## config.mk

```make
export PLATFORM = sky130hd
export DESIGN_NAME = xau_top
export DESIGN_NICKNAME = d
export VERILOG_FILES = /design/src/rtl/xau_pkg.sv /design/src/rtl/xau_slice.sv /design/src/rtl/xau_ccr.sv /design/src/rtl/xau_top.sv
export SDC_FILE = /design/constraint.sdc
export NUM_CORES = 1
export LEC_CHECK = 0
export ABC_AREA = 1
export BUFFER_PORTS_ARGS = -buffer_cell sky130_fd_sc_hd__buf_4
export CORE_MARGIN = 3
export CORE_UTILIZATION = 55
export CTS_CLUSTER_SIZE = 24
export DETAILED_ROUTE_END_ITERATION = 10
export PLACE_DENSITY = 0.91
export SLEW_MARGIN = 20
export SYNTH_ARGS = -nofsm -noshare
export SYNTH_HDL_FRONTEND = slang
export SYNTH_SLANG_ARGS = --single-unit
```

## constraint.sdc

```tcl
create_clock -name clk -period 5.8 [get_ports clk]
set_clock_uncertainty 0.05 [all_clocks]
set_input_delay 0 -clock clk [delete_from_list [all_inputs] [get_ports clk]]
set_output_delay 0 -clock clk [all_outputs]
set_load 0.02 [all_outputs]
```

## src/rtl/xau_pkg.sv

```systemverilog
`timescale 1ns/1ps
package xau_pkg;

   typedef enum logic [1:0] {
      XAU_SZ_BYTE = 2'b00,
      XAU_SZ_WORD = 2'b01,
      XAU_SZ_LONG = 2'b10,
      XAU_SZ_WIDE = 2'b11
   } xau_size_e;

   localparam int XAU_CCR_W = 5;
   localparam int XAU_BIT_X = 4;
   localparam int XAU_BIT_N = 3;
   localparam int XAU_BIT_Z = 2;
   localparam int XAU_BIT_V = 1;
   localparam int XAU_BIT_C = 0;

   localparam int XAU_LANES = 3;

   typedef struct packed {
      logic carry;
      logic ovf;
      logic neg;
      logic zero;
   } xau_flag_s;

endpackage

```

## src/rtl/xau_slice.sv

```systemverilog
`timescale 1ns/1ps
module xau_slice
   import xau_pkg::*;
#(
   parameter int W              = 8,
   parameter bit TWO_STEP_CARRY = 1'b0
) (
   input  logic [W-1:0] a_i,
   input  logic [W-1:0] b_i,
   input  logic         sub_i,
   input  logic         x_i,
   output logic [W-1:0] res_o,
   output xau_flag_s    flags_o
);

   if (W < 2) begin : g_bad_width
      $error("xau_slice: W must be at least 2");
   end

   logic [W-1:0] res;
   logic         carry;

   if (TWO_STEP_CARRY) begin : g_two_step
      logic [W:0] step1;
      logic [W:0] step2;
      always_comb begin
         if (sub_i) begin
            step1 = {1'b0, a_i} - {1'b0, b_i};
            step2 = {1'b0, step1[W-1:0]} - (W+1)'(x_i);
         end else begin
            step1 = {1'b0, a_i} + {1'b0, b_i};
            step2 = {1'b0, step1[W-1:0]} + (W+1)'(x_i);
         end
      end
      assign res   = step2[W-1:0];
      assign carry = step1[W] | step2[W];
   end else begin : g_one_step
      logic [W-1:0] b_eff;
      logic         cin;
      logic [W:0]   sum;
      assign b_eff = sub_i ? ~b_i : b_i;
      assign cin   = sub_i ? ~x_i : x_i;
      assign sum   = {1'b0, a_i} + {1'b0, b_eff} + (W+1)'(cin);
      assign res   = sum[W-1:0];
      assign carry = sub_i ? ~sum[W] : sum[W];
   end

   logic sign_a, sign_b, sign_r;
   assign sign_a = a_i[W-1];
   assign sign_b = b_i[W-1];
   assign sign_r = res[W-1];

   assign res_o         = res;
   assign flags_o.carry = carry;
   assign flags_o.neg   = sign_r;
   assign flags_o.zero  = ~|res;
   assign flags_o.ovf   = sub_i ? ((sign_a != sign_b) && (sign_r != sign_a))
                                : ((sign_a == sign_b) && (sign_r != sign_a));

endmodule

```

## src/rtl/xau_ccr.sv

```systemverilog
`timescale 1ns/1ps
module xau_ccr
   import xau_pkg::*;
(
   input  logic                 clk,
   input  logic                 rst,
   input  logic                 load_i,
   input  xau_flag_s            flags_i,
   output logic [XAU_CCR_W-1:0] ccr_o
);

   logic [XAU_CCR_W-1:0] ccr_q;

   always_ff @(posedge clk) begin
      if (rst) begin
         ccr_q <= '0;
      end else if (load_i) begin
         ccr_q[XAU_BIT_X] <= flags_i.carry;
         ccr_q[XAU_BIT_N] <= flags_i.neg;
         ccr_q[XAU_BIT_Z] <= flags_i.zero;
         ccr_q[XAU_BIT_V] <= flags_i.ovf;
         ccr_q[XAU_BIT_C] <= flags_i.carry;
      end
   end

   assign ccr_o = ccr_q;

   // reset clears the flags
   a_r11_ccr_clear: assert property (@(posedge clk) rst |=> (ccr_o == '0));

   // no load, no change
   a_r10_ccr_hold: assert property (@(posedge clk) disable iff (rst)
      !load_i |=> $stable(ccr_o));

endmodule

```

## src/rtl/xau_top.sv

```systemverilog
`timescale 1ns/1ps
module xau_top
   import xau_pkg::*;
#(
   parameter int DATA_W         = 32,
   parameter bit TWO_STEP_CARRY = 1'b0
) (
   input  logic                 clk,
   input  logic                 rst,
   input  logic                 valid_i,
   input  logic                 op_sub_i,
   input  logic [1:0]           size_i,
   input  logic [DATA_W-1:0]    src_i,
   input  logic [DATA_W-1:0]    dst_i,
   output logic [DATA_W-1:0]    result_o,
   output logic [XAU_CCR_W-1:0] ccr_o
);

   localparam int BYTE_W = DATA_W / 4;
   localparam int WORD_W = DATA_W / 2;

   if ((DATA_W % 4) != 0 || DATA_W < 8) begin : g_bad_data_w
      $error("xau_top: DATA_W must be a multiple of 4 and at least 8");
   end

   logic [DATA_W-1:0] lane_wb  [XAU_LANES];
   xau_flag_s         lane_flg [XAU_LANES];
   logic              x_now;

   assign x_now = ccr_o[XAU_BIT_X];

   for (genvar i = 0; i < XAU_LANES; i++) begin : g_lane
      localparam int LW = DATA_W >> (XAU_LANES - 1 - i);
      logic [LW-1:0] lane_res;

      xau_slice #(
         .W              (LW),
         .TWO_STEP_CARRY (TWO_STEP_CARRY)
      ) u_slice (
         .a_i     (dst_i[LW-1:0]),
         .b_i     (src_i[LW-1:0]),
         .sub_i   (op_sub_i),
         .x_i     (x_now),
         .res_o   (lane_res),
         .flags_o (lane_flg[i])
      );

      if (LW == DATA_W) begin : g_full
         assign lane_wb[i] = lane_res;
      end else begin : g_merge
         assign lane_wb[i] = {dst_i[DATA_W-1:LW], lane_res};
      end
   end

   logic [DATA_W-1:0] sel_wb;
   xau_flag_s         sel_flg;

   always_comb begin
      unique case (xau_size_e'(size_i))
         XAU_SZ_BYTE: begin sel_wb = lane_wb[0]; sel_flg = lane_flg[0]; end
         XAU_SZ_WORD: begin sel_wb = lane_wb[1]; sel_flg = lane_flg[1]; end
         default:     begin sel_wb = lane_wb[2]; sel_flg = lane_flg[2]; end
      endcase
   end

   logic [DATA_W-1:0] result_q;

   always_ff @(posedge clk) begin
      if (rst) begin
         result_q <= '0;
      end else if (valid_i) begin
         result_q <= sel_wb;
      end
   end

   assign result_o = result_q;

   xau_ccr u_ccr (
      .clk     (clk),
      .rst     (rst),
      .load_i  (valid_i),
      .flags_i (sel_flg),
      .ccr_o   (ccr_o)
   );

   // result register holds without a strobe
   a_r10_result_hold: assert property (@(posedge clk) disable iff (rst)
      !valid_i |=> $stable(result_o));

   // reset clears the result
   a_r11_result_clear: assert property (@(posedge clk) rst |=> (result_o == '0));

   // extend tracks carry after each operation
   a_r5_x_follows_c: assert property (@(posedge clk) disable iff (rst)
      valid_i |=> (ccr_o[XAU_BIT_X] == ccr_o[XAU_BIT_C]));

   // a byte operation keeps the upper destination bits
   a_r3_upper_keep: assert property (@(posedge clk) disable iff (rst)
      (valid_i && size_i == XAU_SZ_BYTE) |=>
      (result_o[DATA_W-1:BYTE_W] == $past(dst_i[DATA_W-1:BYTE_W])));

   // zero agrees with the registered byte result
   a_r7_zero_byte: assert property (@(posedge clk) disable iff (rst)
      (valid_i && size_i == XAU_SZ_BYTE) |=>
      (ccr_o[XAU_BIT_Z] == (result_o[BYTE_W-1:0] == '0)));

   // zero agrees with the registered long result
   a_r7_zero_long: assert property (@(posedge clk) disable iff (rst)
      (valid_i && size_i[1]) |=> (ccr_o[XAU_BIT_Z] == (result_o == '0)));

   // negative is the word result sign
   a_r6_neg_word: assert property (@(posedge clk) disable iff (rst)
      (valid_i && size_i == XAU_SZ_WORD) |=>
      (ccr_o[XAU_BIT_N] == result_o[WORD_W-1]));

endmodule

```

==> impl_metrics.csv, run 1 <==
group,metric,value,unit
flow_run,max_cap_violations,0,
setup_path,crit_type,"reg -> reg",
pwr,ir_drop,0.09069,mV
drt,vias,5453,
sta,slew_headroom,57.73,%
synthesis,synthCells,815,
floorplanning,core_area,7848,µm²
sta,period_share,48.90,%
drt,drt_first_pass_iters,6,
placement,dp_hpwl,12.01,mm
synthesis,synth.yosys.seq_area_share,15.94,%
synthesis,syn_area_per_cell,5.547,µm²
cts,ctsResizeCount,0,
global_route,grt_pass1_wl,23.36,mm
cts,clkLatencyLatePin,0.29,ns
drt,wl_per_cell,14.48,µm
setup_path,cp_max_fo,4,
cts,cts_setup_buffers,0,
synthesis,synth_top_area_share,24.91,%
layout,multiInputGateArea,3179,µm²
run_status,status,"complete, no violations",
global_route,grt-ovfl-total,0,
global_route,antenna_found_initial,0,
sta,worst_pin_slew,0.6340,ns
setup_path,reg2reg_setup_slack,2.96,ns
synthesis,synth_area,4521,µm²
layout,diodes,0,
setup_path,cp_top_family,"simple AND/OR/NAND/NOR gates",
synthesis,synth_seq_cells,36,
setup_path,crit_chain,"xnor2_1, fa_1, inv_1, fa_1, nand2_1, inv_1, nand2_1, nand3_2, nand2_1, nand3_2, nand3_1, nand2_1, nand2_1, nand2_1, nand2_1, nor2_1, nand3_1, nand2_1, nand2_1, a21oi_2",
global_route,grt_pass1_vias,5017,
sta,setup_viol,0,
layout,syn2layout_area_growth,21.09,%
setup_path,required,5.98,ns
cts,numCtsBuffers,5,
cts,h-tree-depth,2,
pwr,power,1.152,mW
sta,slew_violations,0,
floorplanning,ios,107,
layout,fillers,749,
min_path,worstHoldPathType,"in -> reg",
setup_path,cp_common_cell,"nand2_1",
global_route,gr-usage-all-layers,30.03,%
setup_path,cp.arrival,3.02,ns
drt,drc_errors,0,
synthesis,syn-num-nets,918,
setup_path,critical_path_buf_inv_count,2,
floorplanning,start_util,57.61,%
layout,postLayoutCoreUtil,69.75,%
layout,final_cell_area,5474,µm²
synthesis,synth_area_leaders,"nand2_1 25%, dfxtp_1 16%, inv_1 11%",
pwr,leakagePower,3.147,nW
drt,antenna_left,0,
synthesis,yosys.cell_types.count,33,
sta,period_minus_slack,2.836,ns
synthesis,yosysWarnings,0,
floorplanning,dieArea,9343,µm²
cts,clk_path_buf_depth,2,
floorplanning,die_h,96.66,µm
floorplanning,die_w,96.66,µm
cts,path_clk_slew,0.08,ns
drt,via_per_inst,5.383,
layout,drive_gt1_share,14.71,%
sta,final-hold-violation-count,0,
drt,wl,14.67,mm
pwr,p_per_area,210.4,nW/µm²
floorplanning,num_rows,32,
placement,placed_area,5360,µm²
layout,final_net_count,1013,
sta,max_freq,0.3526,GHz
cts,hold_buffers,2,
layout,regArea,720.7,µm²
setup_path,slowest_delay,0.41,ns
cts,cts_tree,"done",
setup_path,critPathLaunchType,"register",
drt,drtIter0Drc,456,
synthesis,synth_top_area_cell,"nand2_1",
placement,portBuffers,106,
sta,rsz0062_at_grt,"no",
global_route,grt_start_max_net_pins,40,
cts,root_buffer,"clkbuf_8",
sta,setup_tns,0,ns
setup_path,worstSetupEndpointType,"register",
setup_path,critPathSlowestCell,"dfxtp_1",
placement,gp_congestion,1.013,
cts,cts_num_sinks,36,
-- where the power goes --
part           leakage, nW  total [mW]  switching, mW  internal, mW
logic                 2.81       0.677          0.433         0.244
clock network       0.0445       0.187         0.0906        0.0965
registers            0.298       0.287         0.0145         0.273
-- logic make-up after synthesis --
group           count (synthesis)  synth area share [%]
compound gates                 96                 12.15
flops                          36                 15.94
xor+xnor                       46                 8.912
fa+ha+maj                      33                 9.466
simple gates                  442                 39.80
buf+inv                       162                 13.73
-- Yosys cell counts --
| cell | instances |
|---|---|
| nand2_1 | 300 |
| inv_1 | 136 |
| nor2_1 | 75 |
| a21oi_1 | 46 |
| dfxtp_1 | 36 |
| nand3_1 | 36 |
| xor2_1 | 34 |
| ha_1 | 31 |
| o21ai_0 | 25 |
| o211ai_1 | 15 |
| clkbuf_1 | 14 |
| xnor2_1 | 12 |
| nand4_1 | 8 |
| nand2_2 | 5 |
| nor3_1 | 5 |
| buf_2 | 4 |
| nor2_2 | 4 |
| o21bai_1 | 4 |
| inv_2 | 3 |
| nand3_2 | 3 |
| a21oi_2 | 2 |
| a41oi_1 | 2 |
| buf_4 | 2 |
| clkinv_1 | 2 |
| fa_1 | 2 |
| nor4_2 | 2 |
| a211oi_1 | 1 |
| and2_1 | 1 |
| and3_1 | 1 |
| buf_1 | 1 |
| nor4_1 | 1 |
| o2111ai_1 | 1 |
| or2_2 | 1 |
-- cells in the final DEF (no fill, tap or decap) --
cell	count
nand2_1	300
inv_1	136
buf_4	107
nor2_1	75
a21oi_1	46
nand3_1	36
dfxtp_1	36
xor2_1	34
ha_1	31
o21ai_0	25
o211ai_1	15
xnor2_1	12
nand4_1	8
clkbuf_8	6
nand2_2	5
nor3_1	5
o21bai_1	4
nor2_2	4
nand3_2	3
inv_2	3
clkinv_1	2
a41oi_1	2
a21oi_2	2
nor4_2	2
fa_1	2
dlygate4sd3_1	2
and2_1	1
and3_1	1
nor4_1	1
o2111ai_1	1
a211oi_1	1
or2_2	1
clkinvlp_4	1
clkbuf_1	1
-- per-layer routing --
layer | up-vias | share of wire (%) | global-route usage [%]
li1 | 2707 | - | -
met1 | 2393 | 42 | 39.81
met2 | 319 | 45 | 48.83
met3 | 34 | 10 | 5.912
met4 | 0 | 2.8 | 9.935
met5 | - | 0 | 0
-- sequential cells by signal, summed over array words and instances, names as in the netlist --
register,flops
u_ccr.ccr_o,4
result_o,32
-- final timing paths --
kind                                startpoint        endpoint  depth (start not counted)
worst max register to register  u_ccr.ccr_o[0]  u_ccr.ccr_o[2]                         20
worst max-delay path            u_ccr.ccr_o[0]  u_ccr.ccr_o[2]                         20
worst min register to register    result_o[14]    result_o[14]                          2
worst min-delay path                 dst_i[24]    result_o[24]                          3
-- layout make-up --
cell class                      instances  share of cell area, %
Multi-Input combinational cell        617                  58.08
Timing Repair Buffer                  109                  15.04
Sequential cell                        36                  13.17
Inverter                              141                  9.669
Tap cell                              102                  2.331
Clock buffer                            7                  1.577
Clock inverter                          1                 0.1371
-- stage by stage --
stage	hold WS, ns	setup WS [ns]	instances
2_1_floorplan	0.1476	3.164	815
6_report	0.006168	2.964	1013
3_3_place_gp	0.2740	2.824	1003
3_5_place_dp	0.2928	2.758	1003
4_1_cts	0.0008021	2.974	1013
5_1_grt	0.01149	2.663	1013
-- worst register-to-register path: stages (launching register included) --
cell and delay, ns:
dfxtp_1 0.41, xnor2_1 0.12, fa_1 0.38, inv_1 0.18, fa_1 0.28, nand2_1 0.08, inv_1 0.08, nand2_1 0.07
nand3_2 0.11, nand2_1 0.09, nand3_2 0.10, nand3_1 0.13, nand2_1 0.11, nand2_1 0.06, nand2_1 0.08, nand2_1 0.05
nor2_1 0.10, nand3_1 0.07, nand2_1 0.06, nand2_1 0.06, a21oi_2 0.11
(Power assumes the default switching activity.)
==> run 2, diff against run 1 <==
==> constraint.sdc (replaced) <==
create_clock -name clk -period 2.9 [get_ports clk]
set_clock_uncertainty 0.05 [all_clocks]
set_input_delay 0 -clock clk [delete_from_list [all_inputs] [get_ports clk]]
set_output_delay 0 -clock clk [all_outputs]
set_load 0.02 [all_outputs]
==> impl_metrics.csv, run 2 (synthesized netlist as in run 1, its figures left out) <==
group,metric,value,unit
run_status,status,"complete, no violations",
pwr,p_per_area,413.5,nW/µm²
layout,final_cell_area,5557,µm²
floorplanning,core_area,7848,µm²
layout,syn2layout_area_growth,22.92,%
global_route,grt_pass1_vias,5066,
sta,final-hold-violation-count,0,
layout,drive_gt1_share,16.01,%
cts,h-tree-depth,2,
global_route,grt_start_max_net_pins,39,
placement,gp_congestion,0.9849,
drt,via_per_inst,5.380,
layout,final_common_cell,"nand2_1",
floorplanning,ios,107,
global_route,antenna_found_initial,0,
global_route,gr-usage-all-layers,29.80,%
sta,max_freq,0.3787,GHz
floorplanning,die_w,96.66,µm
flow_run,max_cap_violations,0,
cts,path_clk_slew,0.08,ns
sta,period_share,91.05,%
cts,root_buffer,"clkbuf_8",
floorplanning,start_util,57.61,%
layout,largest_register_ffs,32,
setup_path,critPathLaunchType,"register",
setup_path,worstSetupEndpointType,"register",
cts,clkLatencyLatePin,0.29,ns
cts,clk_path_buf_depth,2,
placement,dp_hpwl,11.76,mm
setup_path,ff2ff_path_depth,21,
global_route,grt-ovfl-total,0,
setup_path,reg2reg_to,"u_ccr.ccr_o[2]",
setup_path,required,3.09,ns
cts,numCtsBuffers,5,
setup_path,cp.arrival,2.83,ns
sta,period_minus_slack,2.641,ns
sta,setup_ws,0.2594,ns
sta,worst_pin_slew,0.5065,ns
setup_path,crit_type,"reg -> reg",
drt,wl,14.07,mm
sta,slew_violations,0,
layout,diodes,0,
floorplanning,dieArea,9343,µm²
sta,setup_viol,0,
layout,final_net_count,1020,
drt,vias,5488,
drt,antenna_left,0,
setup_path,cp-startpoint,"u_ccr.ccr_o[0]",
floorplanning,die_h,96.66,µm
pwr,leakagePower,3.191,nW
layout,layout_common_cells,"299 x nand2_1, 135 x inv_1, 111 x buf_4",
min_path,worstHoldEndpoint,"result_o[15]",
setup_path,reg2reg_setup_slack,0.26,ns
placement,placed_area,5410,µm²
min_path,worstHoldStart,"dst_i[15]",
placement,portBuffers,106,
placement,post-place-ws,0.2138,ns
sta,slew_headroom,66.02,%
min_path,hold_depth,3,
drt,drc_errors,0,
cts,cts_tree,"done",
drt,drt_first_pass_iters,6,
setup_path,timing.rr.start,"u_ccr.ccr_o[0]",
pwr,ir_drop,0.1840,mV
drt,drtIter0Drc,545,
floorplanning,num_rows,32,
drt,wl_per_cell,13.79,µm
min_path,worstHoldPathType,"in -> reg",
cts,cts_num_sinks,36,
setup_path,cp_max_fo,5,
global_route,grt_pass1_wl,23.27,mm
[run 2: changes by cell type in the layout (fill, tap and decap cells not counted), moves of 2 or more]
| cell | change |
|---|---|
| fa_1 | -2 |
| fa_2 | +2 |
| clkinv_2 | +2 |
| buf_4 | +4 |
| dlygate4sd3_1 | +2 |
[run 2: cell type report]
cell class | count | area, µm²
multi-input combinational | 617 | 3197
tap | 102 | 127.6
timing repair buffer | 116 | 893.4
inverter | 141 | 529.3
clock inverter | 3 | 18.77
fill | 691 | 2291
sequential | 36 | 721.9
clock buffer | 5 | 68.82
[run 2: worst max-delay path by stage]
stage	endpoint	slack (ns)
global placement	u_ccr.ccr_o[2]	0.34
finish	u_ccr.ccr_o[2]	0.26
CTS	u_ccr.ccr_o[2]	0.16
global route	u_ccr.ccr_o[2]	-0.01
detailed placement	u_ccr.ccr_o[2]	0.21
floorplan	u_ccr.ccr_o[2]	0.26
[run 2: report_power, final]
group	internal, mW	switching, mW	total [mW]
Combinational	0.508	0.857	1.36
Clock	0.167	0.191	0.358
Sequential	0.546	0.0287	0.575
Total	1.22	1.08	2.30
[run 2: metal layers]
layer,global-route usage [%],up-vias,part of all wire [%]
li1,-,2727,-
met2,50.48,302,46
met5,0,-,0
met1,39.33,2428,41
met3,4.182,31,11
met4,8.639,0,1.9
[run 2: through the flow]
step                      setup TNS, ns  hold WS (ns)  std cells  power [mW]  utilization [%]
after global routing           -0.01311       0.03437       1020       2.476            70.81
after global placement                0        0.2691       1008       1.880            68.94
after detailed placement              0        0.2904       1008       1.904            68.94
after CTS                             0       0.01068       1020       2.263            70.57
after floorplan                       0        0.1476        815       1.482                -
final                                 0       0.01605       1020       2.298            70.81
[run 2: critical path: stages (launching register included)]
cell     delay, ns
dfxtp_2       0.38
xnor2_2       0.13
fa_2          0.23
inv_2         0.06
fa_2          0.36
nand2_1       0.08
inv_1         0.05
nand2_1       0.06
nand3_2       0.12
nand2_2       0.09
nand2_2       0.08
nand2_1       0.09
nand2_1       0.08
nand2_1       0.06
nand2_1       0.08
nor2_2        0.13
nand2_1       0.07
nor2_1        0.10
nand3_1       0.07
nand2_1       0.06
nand2_1       0.06
a21oi_2       0.10
[run 2: what timing repair did]
item,CTS,global route
resized for setup,0,7
setup endpoints to repair,0,2
hold endpoints to repair,4,0
buffers inserted,0,0
hold buffers,4,0
